## config.mk

```make
export PLATFORM = sky130hd
export DESIGN_NAME = mwdma_engine
export DESIGN_NICKNAME = d
export VERILOG_FILES = /design/src/rtl/mwdma_pkg.sv /design/src/rtl/mwdma_regs.sv /design/src/rtl/mwdma_rqfilt.sv /design/src/rtl/mwdma_seq.sv /design/src/rtl/mwdma_engine.sv
export SDC_FILE = /design/constraint.sdc
export NUM_CORES = 1
export LEC_CHECK = 0
export CORE_ASPECT_RATIO = 1.5
export CORE_MARGIN = 2
export CORE_UTILIZATION = 25
export CTS_CLUSTER_DIAMETER = 120
export DETAILED_ROUTE_END_ITERATION = 16
export PLACE_DENSITY = 0.56
export SLEW_MARGIN = 20
export SYNTH_ARGS = -nofsm -noshare
export SYNTH_HDL_FRONTEND = slang
export SYNTH_SLANG_ARGS = --single-unit
export TNS_END_PERCENT = 10
```

## constraint.sdc

```tcl
create_clock -name clk -period 6.7 [get_ports clk]
set_input_delay 1.34 -clock clk [delete_from_list [all_inputs] [get_ports clk]]
set_output_delay 1.34 -clock clk [all_outputs]
set_load 0.01 [all_outputs]
```

## src/rtl/mwdma_pkg.sv

```systemverilog
package mwdma_pkg;
  localparam int TFW  = 4;
  localparam int DURW = 7;
  localparam int AW   = 3;

  localparam logic [AW-1:0] A_CFG  = 3'd0;
  localparam logic [AW-1:0] A_TIMA = 3'd1;
  localparam logic [AW-1:0] A_TIMB = 3'd2;
  localparam logic [AW-1:0] A_STAT = 3'd3;
  localparam logic [AW-1:0] A_IEN  = 3'd4;

  typedef enum logic [2:0] {
    ST_IDLE, ST_SETUP, ST_STRB, ST_NEG, ST_HOLD, ST_PAUSE
  } mw_state_e;

  // msb first: ack_hi[18], mult[17:16], rq_min[15:12], pause[11:8], hold[7:4], setup[3:0]
  typedef struct packed {
    logic           ack_hi;
    logic [1:0]     mult;
    logic [TFW-1:0] rq_min;
    logic [TFW-1:0] pause;
    logic [TFW-1:0] hold;
    logic [TFW-1:0] setup;
  } tim_a_t;

  // msb first: wr_off[15:12], wr_on[11:8], rd_off[7:4], rd_on[3:0]
  typedef struct packed {
    logic [TFW-1:0] wr_off;
    logic [TFW-1:0] wr_on;
    logic [TFW-1:0] rd_off;
    logic [TFW-1:0] rd_on;
  } tim_b_t;

  // Clocks spent in a phase: (field + 1) * multiplier, encoding 0 = 4x.
  function automatic logic [DURW-1:0] span(input logic [TFW-1:0] f, input logic [1:0] m);
    logic [DURW-1:0] k;
    k = (m == 2'd0) ? DURW'(4) : DURW'(m);
    return (DURW'(f) + DURW'(1)) * k;
  endfunction

  function automatic logic [15:0] bswap(input logic [15:0] w, input logic en);
    return en ? {w[7:0], w[15:8]} : w;
  endfunction
endpackage

```

## src/rtl/mwdma_regs.sv

```systemverilog
module mwdma_regs
  import mwdma_pkg::*;
(
  input  logic          clk,
  input  logic          rst_n,
  input  logic          wr,
  input  logic [AW-1:0] addr,
  input  logic [31:0]   wdata,
  input  logic          finish,
  output tim_a_t        tim_a,
  output tim_b_t        tim_b,
  output logic          ie,
  output logic          done
);
  localparam int TAW = $bits(tim_a_t);
  localparam int TBW = $bits(tim_b_t);

  logic unused_hi;
  assign unused_hi = &{1'b0, wdata[31:TAW]};

  always_ff @(posedge clk or negedge rst_n) begin
    if (!rst_n) begin
      tim_a <= '0;
      tim_b <= '0;
      ie    <= 1'b0;
      done  <= 1'b0;
    end else begin
      if (wr) begin
        case (addr)
          A_TIMA:  tim_a <= wdata[TAW-1:0];
          A_TIMB:  tim_b <= wdata[TBW-1:0];
          A_IEN:   ie    <= wdata[0];
          A_STAT:  if (wdata[0]) done <= 1'b0;
          default: ;
        endcase
      end
      if (finish) done <= 1'b1;
    end
  end
endmodule

```

## src/rtl/mwdma_rqfilt.sv

```systemverilog
module mwdma_rqfilt
  import mwdma_pkg::*;
(
  input  logic           clk,
  input  logic           rst_n,
  input  logic           dmarq,
  input  logic [TFW-1:0] min_hi,
  output logic           rq_ok
);
  logic [TFW-1:0] run;

  always_ff @(posedge clk or negedge rst_n) begin
    if (!rst_n)              run <= '0;
    else if (!dmarq)         run <= '0;
    else if (run != '1)      run <= run + 1'b1;
  end

  assign rq_ok = dmarq && (run >= min_hi);
endmodule

```

## src/rtl/mwdma_seq.sv

```systemverilog
module mwdma_seq
  import mwdma_pkg::*;
#(
  parameter int CNT_W = 20
) (
  input  logic             clk,
  input  logic             rst_n,
  input  logic             cfg_wr,
  input  logic [31:0]      cfg_wdata,
  input  tim_a_t           tim_a,
  input  tim_b_t           tim_b,
  input  logic             rq_ok,
  input  logic             dmarq,
  input  logic             in_valid,
  input  logic [15:0]      in_data,
  input  logic             out_ready,
  input  logic [15:0]      dev_din,
  output logic             en,
  output logic [CNT_W-1:0] cnt,
  output logic             dir,
  output logic             swap,
  output logic             clr,
  output logic             in_ready,
  output logic             out_valid,
  output logic [15:0]      out_data,
  output logic [15:0]      dev_dout,
  output logic             finish,
  output logic             abort,
  output logic             word_done,
  output logic             ack_on,
  output logic             rd_n,
  output logic             wr_n
);
  localparam int B_DIR  = CNT_W;
  localparam int B_SWAP = CNT_W + 1;
  localparam int B_CLR  = CNT_W + 2;
  localparam int B_EN   = 31;

  mw_state_e       st, nst;
  logic [DURW-1:0] tmr, dur;
  logic            tdone, data_ok, go, load;

  logic unused_cfg;
  assign unused_cfg = &{1'b0, cfg_wdata[B_EN-1:B_CLR+1]};

  assign abort   = cfg_wr && !cfg_wdata[B_EN] && (&cfg_wdata[CNT_W-1:0]);
  assign load    = cfg_wr && (st == ST_IDLE) && !abort;
  assign tdone   = (tmr == '0);
  assign data_ok = dir ? in_valid : !out_valid;
  assign go      = tdone && rq_ok && data_ok;

  always_comb begin
    nst = st;
    case (st)
      ST_IDLE:  if (en && rq_ok) nst = ST_SETUP;
      ST_SETUP: if (go) nst = ST_STRB;
      ST_STRB:  if (tdone) nst = (cnt == '0) ? ST_HOLD : ST_NEG;
      ST_NEG:   if (clr && !dmarq) nst = ST_HOLD;
                else if (go) nst = ST_STRB;
      ST_HOLD:  if (tdone) nst = ST_PAUSE;
      ST_PAUSE: if (tdone) nst = ST_IDLE;
      default:  nst = ST_IDLE;
    endcase
  end

  always_comb begin
    case (nst)
      ST_SETUP: dur = span(tim_a.setup, tim_a.mult);
      ST_STRB:  dur = span(dir ? tim_b.wr_on : tim_b.rd_on, tim_a.mult);
      ST_NEG:   dur = span(dir ? tim_b.wr_off : tim_b.rd_off, tim_a.mult);
      ST_HOLD:  dur = span(tim_a.hold, tim_a.mult);
      ST_PAUSE: dur = span(tim_a.pause, tim_a.mult);
      default:  dur = DURW'(1);
    endcase
  end

  assign word_done = (st == ST_STRB) && tdone;
  assign finish    = (st == ST_PAUSE) && tdone;
  assign in_ready  = dir && go && ((st == ST_SETUP) || (st == ST_NEG));
  assign ack_on    = (st == ST_SETUP) || (st == ST_STRB) || (st == ST_NEG) || (st == ST_HOLD);
  assign rd_n      = !((st == ST_STRB) && !dir);
  assign wr_n      = !((st == ST_STRB) && dir);

  always_ff @(posedge clk or negedge rst_n) begin
    if (!rst_n) begin
      st        <= ST_IDLE;
      tmr       <= '0;
      en        <= 1'b0;
      cnt       <= '1;
      dir       <= 1'b0;
      swap      <= 1'b0;
      clr       <= 1'b0;
      out_valid <= 1'b0;
      out_data  <= '0;
      dev_dout  <= '0;
    end else begin
      if (out_valid && out_ready) out_valid <= 1'b0;
      if (abort) begin
        st   <= ST_IDLE;
        tmr  <= '0;
        en   <= 1'b0;
        cnt  <= '1;
        dir  <= cfg_wdata[B_DIR];
        swap <= cfg_wdata[B_SWAP];
        clr  <= cfg_wdata[B_CLR];
      end else begin
        if (load) begin
          en   <= cfg_wdata[B_EN];
          cnt  <= cfg_wdata[CNT_W-1:0];
          dir  <= cfg_wdata[B_DIR];
          swap <= cfg_wdata[B_SWAP];
          clr  <= cfg_wdata[B_CLR];
        end
        st <= nst;
        if (nst != st)       tmr <= dur - 1'b1;
        else if (!tdone)     tmr <= tmr - 1'b1;
        if (word_done) begin
          cnt <= cnt - 1'b1;
          if (!dir) begin
            out_valid <= 1'b1;
            out_data  <= bswap(dev_din, swap);
          end
        end
        if (in_ready) dev_dout <= bswap(in_data, swap);
        if (finish) en <= 1'b0;
      end
    end
  end
endmodule

```

## src/rtl/mwdma_engine.sv

```systemverilog
module mwdma_engine
  import mwdma_pkg::*;
#(
  parameter int CNT_W = 20
) (
  input  logic          clk,
  input  logic          rst_n,
  input  logic          reg_wr,
  input  logic [AW-1:0] reg_addr,
  input  logic [31:0]   reg_wdata,
  output logic [31:0]   reg_rdata,
  output logic          irq,
  input  logic          dev_dmarq,
  output logic          dev_ack,
  output logic          dev_rd_n,
  output logic          dev_wr_n,
  output logic [15:0]   dev_dout,
  input  logic [15:0]   dev_din,
  output logic          dev_drive,
  input  logic          in_valid,
  input  logic [15:0]   in_data,
  output logic          in_ready,
  output logic          out_valid,
  output logic [15:0]   out_data,
  input  logic          out_ready
);
  tim_a_t           tim_a;
  tim_b_t           tim_b;
  logic             ie, done, rq_ok;
  logic             en, dir, swap, clr;
  logic [CNT_W-1:0] cnt;
  // named internal events, observed by the bound checker
  logic             ev_finish, ev_abort, ev_word, ack_on;

  mwdma_regs u_regs (
    .clk(clk), .rst_n(rst_n), .wr(reg_wr), .addr(reg_addr), .wdata(reg_wdata),
    .finish(ev_finish), .tim_a(tim_a), .tim_b(tim_b), .ie(ie), .done(done)
  );

  mwdma_rqfilt u_rq (
    .clk(clk), .rst_n(rst_n), .dmarq(dev_dmarq), .min_hi(tim_a.rq_min), .rq_ok(rq_ok)
  );

  mwdma_seq #(.CNT_W(CNT_W)) u_seq (
    .clk(clk), .rst_n(rst_n),
    .cfg_wr(reg_wr && (reg_addr == A_CFG)), .cfg_wdata(reg_wdata),
    .tim_a(tim_a), .tim_b(tim_b), .rq_ok(rq_ok), .dmarq(dev_dmarq),
    .in_valid(in_valid), .in_data(in_data), .out_ready(out_ready), .dev_din(dev_din),
    .en(en), .cnt(cnt), .dir(dir), .swap(swap), .clr(clr),
    .in_ready(in_ready), .out_valid(out_valid), .out_data(out_data), .dev_dout(dev_dout),
    .finish(ev_finish), .abort(ev_abort), .word_done(ev_word), .ack_on(ack_on),
    .rd_n(dev_rd_n), .wr_n(dev_wr_n)
  );

  assign dev_ack   = tim_a.ack_hi ? ack_on : !ack_on;
  assign dev_drive = ack_on && dir;
  assign irq       = done && ie;

  always_comb begin
    reg_rdata = '0;
    case (reg_addr)
      A_CFG: begin
        reg_rdata[CNT_W-1:0] = cnt;
        reg_rdata[CNT_W]     = dir;
        reg_rdata[CNT_W+1]   = swap;
        reg_rdata[CNT_W+2]   = clr;
        reg_rdata[31]        = en;
      end
      A_TIMA:  reg_rdata[$bits(tim_a_t)-1:0] = tim_a;
      A_TIMB:  reg_rdata[$bits(tim_b_t)-1:0] = tim_b;
      A_STAT:  reg_rdata[0] = done;
      A_IEN:   reg_rdata[0] = ie;
      default: ;
    endcase
  end
endmodule

```

[After elaboration in Yosys (flattened, before gate mapping)]
Cells that the tools add are included.
Storage, ports and cells
  word-level logic and storage cells: 154
  output and inout bits: 71
  flip-flop bits (word level): 108
  bits of input ports: 73
Cells by class
  bitwise logic cells: 2
  mux-type cells: 47
  equality and inequality tests: 18
  magnitude comparators: 1
  add/subtract/negate cells: 9
  reductions and logical operators: 49
  multipliers: 5
Operators by type and width (number)
  $mux W20: 3
  $pmux W15 S3: 1
  $mul A7 B7 Y7: 5
  $pmux W7 S5: 1
  $mux W16: 2
  $mux W3: 9
  $add A4 B1 Y5 const B: 5
  $mux W7: 3
  $logic_not A20 Y1: 1
  $mux W1: 20
  $mux W4: 5
  $reduce_and A20 Y1: 1
  $sub A20 B1 Y20 const B: 1
  $logic_and A1 B1 Y1: 19
  $eq A3 B2 Y1 const B: 6
  $pmux W3 S6: 1
  $eq A3 B3 Y1 const B: 5
  $sub A7 B1 Y7 const B: 2
  $eq A3 B1 Y1 const B: 3
  $logic_not A1 Y1: 8
  $reduce_and A2 Y1: 4
  $reduce_bool A2 Y1: 4
  $logic_not A7 Y1: 1
  $logic_not A3 Y1: 2
  13 further kinds: 19

[Logic depth before layout (Yosys ltp)]
Gate-level depths: netlist of run 1.
  depth after elaboration: 12
  gate-level depth with buffers: 20
  gate-level depth less buffers: 18

[Hierarchy]
From an unflattened synthesis of run 1, not the netlist that was laid out.
Unflattened totals
  cells, all modules: 919
  area total of the unflattened synthesis: 8438.1 um^2
Modules (own cells, without submodules)
  mwdma_seq: cells an instance 705, area each 5968.2 um^2, sequential area each 1701.6 um^2, times used 1
  mwdma_regs: cells an instance 83, area each 1519.0 um^2, sequential area each 925.9 um^2, times used 1
  mwdma_engine: cells an instance 101, area each 669.4 um^2, sequential area each 0.0 um^2, times used 1
  mwdma_rqfilt: cells an instance 30, area each 281.5 um^2, sequential area each 100.1 um^2, times used 1

[Worst setup path before layout of run 1]
OpenSTA, ideal clock, no wires.
  kind: flip-flop to flip-flop
  start point: reg u_seq.dir
  end point: reg u_seq.tmr[6]
  required time: 6.621 ns
  path buffers: 2
  period minus slack after synthesis: 4.213 ns
  setup time: 0.079 ns
  arrival time: 4.133 ns
  slack: 2.487 ns
  cell stages (with the launch flop): 19
  path through: dfrtp_1 buf_2 buf_1 mux2i_1 inv_1 ha_1 xnor2_1 nand2_1 fa_1 inv_1 ha_1 fa_1 a21o_1 a21oi_1 xor2_1 mux2i_1 o2111a_1 or3_1 mux2i_1
Between the ends
  word-level cells in the longest chain between the ends: 10
  elaborated cells on any way between the ends: 22
  classes of those cells: add/sub (3); mul (2); eq/ne (7); mux (9); reduce/logical (1)
Ends and longest elaborated chain
  start, declared: line mwdma_seq.sv:20  | output logic dir,
  start signal, assigned: line mwdma_seq.sv:103  | dir <= cfg_wdata[B_DIR];
  start signal, assigned: line mwdma_seq.sv:110  | dir <= cfg_wdata[B_DIR];
  parallel branches: the longest is 10 deep, another holds $mul A7 B7 Y7
  end signal, assigned: line mwdma_seq.sv:115  | if (nst != st) tmr <= dur - 1'b1;
  end signal, assigned: line mwdma_seq.sv:116  | else if (!tdone) tmr <= tmr - 1'b1;
  end, declared: line mwdma_seq.sv:40  | logic [DURW-1:0] tmr, dur;
Parallel ways; which one is timed is not known.
A chain may end at the register's enable or synchronous reset.

[Final worst setup path of run 1]
  start point: in reg_addr[1]
  end point: out reg_rdata[13]
Between the ends
  word-level cells in the longest chain between the ends: 2
  elaborated cells on any way between the ends: 4
  classes of those cells: eq/ne (2); mux (1); reduce/logical (1)
Ends and longest elaborated chain
  start, declared: line mwdma_engine.sv:9  | input logic [AW-1:0] reg_addr,
  $eq A3 B2 Y1, or another cell as far along: line mwdma_engine.sv:61  | case (reg_addr)
  $pmux W15 S3 (*): line mwdma_engine.sv:61
  end, declared: line mwdma_engine.sv:11  | output logic [31:0] reg_rdata,
Every way passes the cells marked *; elsewhere a longest branch is shown, timed or not.

==> results of run 1 <==
==> per-stage QoR <==
| step | hold slack, ns | total power [uW] | worst slack [ns] | instance area, um2 |
|---|---|---|---|---|
| 2_1_floorplan | 0.4565 | 1812 | 2.487 | 8382 |
| 3_3_place_gp | 0.4629 | 2218 | 1.477 | 10010 |
| 3_5_place_dp | 0.4692 | 2241 | 1.484 | 10010 |
| 4_1_cts | 0.4872 | 2808 | 1.483 | 10310 |
| 5_1_grt | 0.5151 | 2993 | 1.398 | 10310 |
| 6_report | 0.4780 | 2767 | 1.493 | 10310 |
==> power breakdown <==
part / total (uW) / internal (uW) / switching, uW
Clock: 547 / 278 / 269
Combinational: 1220 / 560 / 656
Sequential: 1000 / 801 / 203
Total: 2770 / 1640 / 1130
==> final timing paths <==
check / end / slack, ns
min in group asynchronous: u_seq.dev_dout[8] / 1.00
max: reg_rdata[13] / 1.49
min: u_seq.dev_dout[7] / 0.48
max reg2reg: u_seq.tmr[6] / 2.21
max in group asynchronous: u_regs.tim_a[17] / 4.43
min reg2reg: u_seq.dev_dout[7] / 0.48
==> metal layers <==
layer,GRT usage,routed length (um),vias to the layer above
met5,0,0,-
met4,0.08189,1305,0
met3,0.02147,874,60
met2,0.2663,13260,177
met1,0.1639,9962,3483
li1,-,-,3481
==> synthesized netlist by cell type, types with 4 or more instances <==
library cell,instances,area [um2]
nand3_1,26,130.1
fa_1,20,400.4
buf_2,6,30.03
nor3b_1,9,67.56
clkbuf_1,41,153.9
and2_1,25,156.4
o2111ai_1,4,35.03
inv_1,48,180.2
o22ai_1,6,37.54
nand4_1,13,81.33
dfrtp_1,88,2202
o21ai_0,47,235.2
nor2b_1,8,50.05
a21oi_1,57,285.3
nor2_1,94,352.8
buf_4,9,67.56
mux2i_1,67,670.6
xnor2_1,24,210.2
mux2_2,38,427.9
buf_1,4,15.01
nand2b_1,8,50.05
dfstp_2,20,525.5
nor4_1,7,43.79
o221ai_1,10,87.58
or3_1,9,56.30
a21o_1,11,82.58
nor3_1,15,75.07
nand2_1,104,390.4
xor2_1,8,70.07
a31oi_1,6,37.54
ha_1,43,538.0
==> worst min-delay path: stages, from the launching register on <==
cell and delay (ns):
dfrtp_1 0.34, nand2_1 0.04, o21ai_0 0.06
==> flip-flops by register name, summed over array words and instances, names as in the netlist <==
register,cells
u_seq.swap,1
u_regs.tim_b,16
u_seq.tmr,7
u_rq.run,4
u_seq.clr,1
u_regs.tim_a,19
u_seq.cnt,20
u_regs.done,1
u_seq.dir,1
u_seq.out_valid,1
u_seq.st,3
u_regs.ie,1
u_seq.dev_dout,16
u_seq.en,1
u_seq.out_data,16
==> area by class of cell <==
cell class,count,area (um2)
timing repair buffer,141,1374
clock buffer,11,252.7
sequential,108,2729
fill,3472,22830
clock inverter,5,45.04
tap,420,525.5
inverter,49,183.9
multi-input combinational,729,5197
==> logic make-up after synthesis <==
logic type      Yosys count
compound gates          177
xor+xnor                 32
fa+ha+maj                63
buf+inv                 110
flops                   108
mux                     105
other cells               1
simple gates            344
==> reports/summary.txt, run 1 <==
Post-Synth Simple-Gate Area: 0.2053
Power Density: 268.4 nW/um2
setup bufs post-CTS: 0
PortBufs: 127
Crit path depth: 7
hpwl dp: 19.80 mm
CP delay by family, top: buffers and inverters
commonest non-fill, non-tap cell in the layout: clkdlybuf4s50_1
highest-count cells in the layout ignoring fill and taps: clkdlybuf4s50_1 (126), nand2_1 (104), nor2_1 (94)
TritonCTS Sinks: 108
syn_area_per_cell: 8.889 um2
delay of the slowest critical-path stage: 0.99 ns
drt initial violations: 379
Initial DRT Pass Iterations: 4
drt wl/cell: 17.37 um
Cells on Worst Hold Path: 2
Finished Core Util: 0.3110
number of remaining DRC errors: 0
cells after synthesis: 940
max-cap violations: 0
Yosys cell types: 77
Die Wd: 153.3 um
largest net degree at the start of global routing: 59
f_max: 0.1920 GHz
worst-case clock buffer depth: 2
Vias/cell: 4.922
GR Util All Layers: 0.1473
H-tree Lvls: 3
Layout area overhead: 23.36%
hold crit path type: flop to flop
antenna violations before repair: 0
Num CTS Buffers: 9
placed cell count: 1447
Worst Setup End Kind: output pin
clk root buf: clkbuf_16
setup TNS: 0 ns
first-pass GRT wire length: 40.86 mm
peak supply drop: 0.0001512 V
Final setup violation count: 0
gr ovfl total: 0
Post-Synth Adder-Cell Area: 0.1123
CTS hold repair buffers: 0
final net count: 1174
Core Box Area: 33140 um2
main combinational cell family by area after synthesis: simple AND/OR/NAND/NOR gates
Mapped Area: 8356 um2
final hold vios: 0
post_cts resized: 0
Synth Warn #: 0
IO Count: 144
Final ANT Viol Nets: 0
crit path from: reg_addr[1]
vias in the first global route: 7477
Buf/Inv on CP: 3
initial core utilization: 0.2521
post-synthesis mux area share: 0.1315
WS Path Type: input port to output pin
CP Data Required Time: 5.36 ns
RSZ-0062 raised after global routing: no
register area share after synthesis: 0.3264
period utilization: 0.7772
share of layout cells above drive strength 1: 0.1064
clk_skew: 0.006271 ns
post-route minimum period: 5.207 ns
worst skew pair latency: 0.37 ns
ys flop type: dfrtp_1
LEAKAGE: 0.004461 uW
crit-path cells: clkdlybuf4s50_1 > buf_4 > mux2i_1 > nor2_1 > a21oi_1 > nor2_1 > clkdlybuf4s50_1
Synth async-reset ratio: 1.000
final cell count without fillers: 1463
Worst EP arrival: 3.87 ns
slew margin rel.: 0.3399
Total Wirelength: 25.41 mm
Startpoint Class: input port
synthesis-stage register bit count: 108
Compound-Gate Fraction of Synth Area: 0.1352
CTS tree: built
Critical-path top delay cell: clkdlybuf4s50_1
Worst Reg-to-Reg Cells: 18
number of enable flip-flop cells after synthesis: 0
Die H: 227.9 um
critical hold path startpoint: u_seq.dev_dout[7]
crit path max fanout: 15
routed vias: 7201
Post-Synth XOR/XNOR Area: 0.03354
clock-pin transition on the worst setup and hold timing paths: 0.07 ns
row cnt: 82
antenna cell count: 0
Worst Tran Pin Value: 0.9902 ns
RR Startpoint: u_seq.dir
die area: 34930 um2
status: finished, final reports clean
placer congestion estimate: 0.8562
Final Max Slew Viols: 0
(Power assumes the default switching activity.)
==> run 2, diff against run 1 <==
--- a/config.mk
+++ b/config.mk
@@ -10,7 +10,7 @@
 export CORE_UTILIZATION = 25
 export CTS_CLUSTER_DIAMETER = 120
 export DETAILED_ROUTE_END_ITERATION = 16
-export PLACE_DENSITY = 0.56
+export PLACE_DENSITY = 0.57
 export SLEW_MARGIN = 20
 export SYNTH_ARGS = -nofsm -noshare
 export SYNTH_HDL_FRONTEND = slang
==> constraint.sdc (replaced) <==
create_clock -name clk -period 4.5 [get_ports clk]
set_input_delay 0.9 -clock clk [delete_from_list [all_inputs] [get_ports clk]]
set_output_delay 0.9 -clock clk [all_outputs]
set_load 0.01 [all_outputs]
==> reports/summary.txt, run 2 (synthesis gave the netlist of run 1 again) <==
Die H: 227.9 um (unchanged)
Critical-path top delay cell: fa_1
GR Util All Layers: 0.1479 (+0.0006412)
drt wl/cell: 17.17 um (-1.1%)
WS Path Type: flop to flop
antenna cell count: 0 (unchanged)
slew margin rel.: 0.3720 (+0.03212)
Finished Core Util: 0.3158 (+0.004795)
Die Wd: 153.3 um (unchanged)
final net count: 1193 (+1.6%)
highest-count cells in the layout ignoring fill and taps: clkdlybuf4s50_1 (126), nand2_1 (104), nor2_1 (94)
setup TNS: 0 ns (unchanged)
CTS tree: built
clk_skew: 0.009543 ns (+0.003272 ns)
setup bufs post-CTS: 0 (unchanged)
hold crit path type: flop to flop
TritonCTS Sinks: 108 (unchanged)
delay of the slowest critical-path stage: 0.48 ns (-0.51 ns)
clk root buf: clkbuf_16
row cnt: 82 (unchanged)
largest registers: u_seq.cnt (20), u_regs.tim_a (19)
H-tree Lvls: 3 (unchanged)
share of layout cells above drive strength 1: 0.1243 (+0.01787)
hpwl dp: 20.24 mm (+2.2%)
antenna violations before repair: 0 (unchanged)
Final ANT Viol Nets: 0 (unchanged)
CP Data Required Time: 4.80 ns (-0.56 ns)
max-cap violations: 0 (unchanged)
number of remaining DRC errors: 0 (unchanged)
placer congestion estimate: 0.8484 (-0.91%)
PortBufs: 127 (unchanged)
post-route minimum period: 4.148 ns
post_cts resized: 0 (unchanged)
CTS hold repair buffers: 0 (unchanged)
worst slack at placement: 0.2087 ns (-1.275 ns)
worst skew pair latency: 0.37 ns (about the same)
Final Max Slew Viols: 0 (unchanged)
initial core utilization: 0.2521 (unchanged)
Startpoint Class: flop
final hold vios: 0 (unchanged)
crit path max fanout: 7 (-8)
Core Box Area: 33140 um2 (unchanged)
LEAKAGE: 0.004564 uW (+2.3%)
Final setup violation count: 0 (unchanged)
final setup margin: 0.3516 ns (-1.141 ns)
Worst Setup End Kind: flop
gr ovfl total: 0 (unchanged)
status: finished, final reports clean
IO Count: 144 (unchanged)
Largest register FFs: 20 (unchanged)
Layout area overhead: 25.26%
crit-path cells: mux2i_1 > inv_1 > ha_1 > xnor2_1 > nand2_1 > fa_1 > inv_1 > ha_1 > fa_1 > a21o_1 > a21oi_1 > xnor2_1 > nand2_1 > nor2_1 > o21ai_0 > o2111a_1 > or3_1 > mux2i_1
period utilization: 0.9219
vias in the first global route: 7470 (-0.094%)
commonest non-fill, non-tap cell in the layout: clkdlybuf4s50_1
Num CTS Buffers: 9 (unchanged)
worst-case clock buffer depth: 2 (unchanged)
die area: 34930 um2 (unchanged)
Total Wirelength: 25.44 mm (+0.15%)
routed vias: 7290 (+1.2%)
Worst EP arrival: 4.45 ns (+0.58 ns)
Worst Tran Pin Value: 0.9420 ns (-0.04817 ns)
drt initial violations: 301 (-21%)
f_max: 0.2411 GHz
Top reg by flops: u_seq.cnt
first-pass GRT wire length: 40.99 mm (+0.31%)
peak supply drop: 0.0002093 V (+38%)
largest net degree at the start of global routing: 41 (-31%)
Power Density: 397.0 nW/um2 (+48%)
Initial DRT Pass Iterations: 4 (unchanged)
Vias/cell: 4.919 (about the same)
clock-pin transition on the worst setup and hold timing paths: 0.08 ns (about the same)
[run 2: cell count changes in the layout (fill, tap and decap cells not counted), sizes merged]
cell      previous run  this run
buf                 15        34
bufinv               0         1
clkbuf              11        10
clkinv               4         3
clkinvlp             1         0
inv                 49        51
[run 2: critical path: cells and delay by family, from the launching register on]
family,cells,cell delay [ns]
flip-flops,1,0.46
multiplexers,2,0.49
AO/OA/AOI/OAI,4,0.59
XOR/XNOR,2,0.45
AND/OR/NAND/NOR,4,0.61
adder cells (fa/ha/maj),4,1.32
buffers and inverters,2,0.15
[run 2: layout make-up]
class,count,area (um2)
clock buffer,10,229.0
clock inverter,6,72.57
fill,3483,22670
inverter,49,183.9
multi-input combinational,729,5209
sequential,108,2730
tap,420,525.5
timing repair buffer,160,1516
[run 2: per-layer routing]
metal  track usage  vias to the layer above  wire [um]
met5             0                        -          0
met4       0.07784                        0       1223
met3       0.02565                       59        966
met2        0.2705                      176      13430
met1        0.1613                     3550       9827
li1              -                     3505          -
[run 2: where the power goes]
part | internal [uW] | leakage, uW | switching [uW]
Clock | 440 | 0.000149 | 394
Sequential | 1190 | 0.00130 | 260
Combinational | 855 | 0.00311 | 1010
Total | 2490 | 0.00456 | 1670
[run 2: final timing paths]
check / start / end / slack, ns / cells after the start
setup / recovery: u_seq.dir / u_seq.tmr[6] / 0.35 / 18
hold / removal: u_seq.dev_dout[11] / u_seq.dev_dout[11] / 0.48 / 2
setup reg to reg: u_seq.dir / u_seq.tmr[6] / 0.35 / 18
hold reg to reg: u_seq.dev_dout[11] / u_seq.dev_dout[11] / 0.48 / 2
max in group asynchronous: rst_n / u_seq.cnt[19] / 3.06 / 2
min in group asynchronous: rst_n / u_seq.tmr[3] / 0.50 / 1
[run 2: metrics by stage]
step	std cells	power (uW)	cell area (um2)	hold WS, ns
after floorplan	947	2697	8382	0.4565
after detailed placement	1466	3354	10150	0.4701
final	1482	4155	10470	0.4817
after global routing	1482	4506	10470	0.5170
after global placement	1466	3322	10150	0.4639
after CTS	1482	4214	10450	0.4887
==> run 3, diff against run 2 <==
--- a/config.mk
+++ b/config.mk
@@ -5,6 +5,7 @@
 export SDC_FILE = /design/constraint.sdc
 export NUM_CORES = 1
 export LEC_CHECK = 0
+export ABC_CLOCK_PERIOD_IN_PS = 4500
 export CORE_ASPECT_RATIO = 1.5
 export CORE_MARGIN = 2
 export CORE_UTILIZATION = 25
@@ -14,5 +15,6 @@
 export SLEW_MARGIN = 20
 export SYNTH_ARGS = -nofsm -noshare
 export SYNTH_HDL_FRONTEND = slang
+export SYNTH_HIERARCHICAL = 1
 export SYNTH_SLANG_ARGS = --single-unit
 export TNS_END_PERCENT = 10
==> reports/summary.txt, run 3 <==
share of the synthesized area in the top cell type: 0.2610 (-0.002579)
IO Count: 144 (unchanged)
GR Util All Layers: 0.1508 (+0.002942)
gr ovfl total: 0 (unchanged)
vias in the first global route: 7172 (-4.0%)
Core Box Area: 33340 um2 (+0.62%)
Mapped Area: 8438 um2 (+0.99%)
largest registers: u_seq/cnt (20), u_regs/tim_a (19)
synth top area cells: dfrtp_1 (26%), mux2i_1 (7.2%), ha_1 (6.4%)
setup TNS: 0 ns (unchanged)
Top reg by flops: u_seq/cnt
sw power: 1696 uW (+1.8%)
H-tree Lvls: 3 (unchanged)
Sw Share: 0.4115 (+0.01066)
CP Data Required Time: 4.80 ns (about the same)
placer congestion estimate: 0.8620 (+1.6%)
number of enable flip-flop cells after synthesis: 0 (unchanged)
die area: 35270 um2 (+0.97%)
RR Startpoint: u_seq/dir
Yosys cell types: 77 (unchanged)
antenna violations before repair: 0 (unchanged)
highest-count cells in the layout ignoring fill and taps: clkdlybuf4s50_1 (126), nand2_1 (92), dfrtp_1 (86)
RSZ-0062 raised after global routing: no
PortBufs: 127 (unchanged)
commonest non-fill, non-tap cell in the layout: clkdlybuf4s50_1
CTS tree: built
Worst Setup End Kind: flop
post-route minimum period: 4.252 ns (+0.1037 ns)
GR peak layer: met2
share of layout cells above drive strength 1: 0.1238 (-0.0004934)
clk root buf: clkbuf_16
worst skew pair latency: 0.38 ns (about the same)
first-pass GRT wire length: 41.28 mm (+0.72%)
worst-case clock buffer depth: 2 (unchanged)
clock share of power: 0.190 (-0.011)
Die H: 229.0 um (+0.48%)
status: finished, final reports clean
Seq pwr share: 0.340 (-0.010)
Total Wirelength: 26.11 mm (+2.6%)
synthesis-stage register bit count: 108 (unchanged)
syn_area_per_cell: 9.182 um2 (+3.3%)
area leader, netlist: dfrtp_1
initial core utilization: 0.2531 (+0.0009250)
Vias/cell: 4.939 (+0.41%)
hold path endpoint: u_seq/dev_dout[12]
LEAKAGE: 0.004469 uW (-2.1%)
period utilization: 0.9449 (+0.02303)
Power Density: 394.2 nW/um2 (-0.71%)
final hold vios: 0 (unchanged)
Reg2Reg Capture Point: u_seq/tmr[6]
WS Path Type: flop to flop
f_max: 0.2352 GHz (-2.4%)
TritonCTS Sinks: 108 (unchanged)
slew margin rel.: 0.2675 (-0.1045)
Synth Warn #: 6 (+6)
drt wl/cell: 17.86 um (+4.0%)
logic gate share of total power: 0.470 (+0.021)
Final setup violation count: 0 (unchanged)
register area share after synthesis: 0.3233 (-0.003195)
routed vias: 7221 (-0.95%)
Synth async-reset ratio: 1.000 (unchanged)
hpwl dp: 20.40 mm (+0.78%)
Pwr Total: 4122 uW (-0.81%)
clk_skew: 0.006140 ns (-0.003402 ns)
peak supply drop: 0.0002288 V (+9.3%)
met3 GRT Util: 0.01646 (-0.009184)
Final ANT Viol Nets: 0 (unchanged)
final net count: 1173 (-1.7%)
P_int: 2426 uW (-2.6%)
Commonest cells post-synth: nand2_1 (92), dfrtp_1 (88), a21oi_1 (84), nor2_1 (72), mux2i_1 (61)
Die Wd: 154.0 um (+0.48%)
Initial DRT Pass Iterations: 5 (+1)
GR Util met1: 0.1717 (+0.01037)
Largest register FFs: 20 (unchanged)
hold crit path type: flop to flop
count leader, synth: nand2_1
Startpoint Class: flop
Reg2Reg Setup Slack: 0.25 ns (-0.10 ns)
critical hold path startpoint: u_seq/dev_dout[12]
Worst EP arrival: 4.55 ns (+0.10 ns)
clock-pin transition on the worst setup and hold timing paths: 0.08 ns (about the same)
setup bufs post-CTS: 0 (unchanged)
ys flop type: dfrtp_1
Final Max Slew Viols: 0 (unchanged)
Worst Tran Pin Value: 1.099 ns (+0.1567 ns)
antenna cell count: 0 (unchanged)
met2 Use GR: 0.2859 (+0.01537)
Cells on Worst Hold Path: 2 (unchanged)
Layout area overhead: 23.92%
cells after synthesis: 919 (-2.2%)
max-cap violations: 0 (unchanged)
Num CTS Buffers: 9 (unchanged)
row cnt: 82 (unchanged)
largest net degree at the start of global routing: 57 (+39%)
number of remaining DRC errors: 0 (unchanged)
Worst Reg-to-Reg Cells: 17 (-1)
crit path max fanout: 5 (-2)
drt initial violations: 371 (+23%)
-- run 3: power by group through the flow --
stage          Sequential, uW  Combinational (uW)  Clock, uW
3_3_place_gp             1410                1910          0
5_1_grt                  1430                2180        842
2_1_floorplan            1340                1330          0
3_5_place_dp             1410                1930          0
4_1_cts                  1400                1950        811
6_report                 1400                1940        783
-- run 3: layer usage --
metal  up-vias  wire (um)
met1      3578      10280
met2       158      14470
li1       3456          -
met5         -          0
met3        29        657
met4         0        709
-- run 3: worst max path at each step --
stage,from,to,slack [ns],depth (start not counted)
6_report,u_seq/dir,u_seq/tmr[6],0.25,17
3_5_place_dp,u_seq/dir,u_seq/tmr[6],0.21,17
3_3_place_gp,u_seq/dir,u_seq/tmr[6],0.26,17
2_1_floorplan,u_seq/dir,u_seq/tmr[6],0.26,18
5_1_grt,u_seq/dir,u_seq/tmr[6],0.03,17
4_1_cts,u_seq/dir,u_seq/tmr[6],0.18,17
-- run 3: timing repair --
item | 4_1_cts | 5_1_grt
hold buffers | 0 | 0
resized for setup | 0 | 4
endpoints found under the setup margin | 0 | 1
-- run 3: critical path, cell delays in order (launching register included) --
cell	delay, ns
dfrtp_2	0.43
buf_4	0.20
mux2_2	0.37
ha_1	0.22
xnor2_1	0.29
nand2_1	0.12
fa_1	0.48
inv_1	0.04
ha_1	0.21
fa_1	0.40
a21o_1	0.17
a21oi_1	0.19
xor2_1	0.21
xnor2_1	0.10
o2111ai_1	0.22
o21ai_0	0.16
a31o_2	0.24
a21oi_1	0.12
-- run 3: area by class of cell --
class / instances / area (um2)
Fill cell: 3496 / 22890
Multi-Input combinational cell: 714 / 5259
Sequential cell: 108 / 2730
Timing Repair Buffer: 154 / 1484
Tap cell: 420 / 525.5
Clock buffer: 11 / 232.7
Inverter: 50 / 187.7
Clock inverter: 5 / 37.54
-- run 3: cells by family after synthesis --
logic type,after synthesis,synth area share
other,1,0.0004444
and+or+nand+nor,317,0.1908
DFF,108,0.3232
buffers and inverters,104,0.05916
xor gates and xnor gates,34,0.03529
muxes,103,0.1386
AOI/OAI and AO/OA,189,0.1412
adders and majority gates,63,0.1112
-- run 3: stage by stage --
step	util	cell area [um2]	std cells	hold WS, ns	setup slack, ns
finish	0.3136	10460	1462	0.5322	0.2479
floorplan	-	8464	926	0.4932	0.2558
global placement	0.3050	10170	1446	0.5091	0.2618
global route	0.3136	10460	1462	0.5598	0.02624
CTS	0.3131	10440	1462	0.5329	0.1823
detailed placement	0.3050	10170	1446	0.5136	0.2082
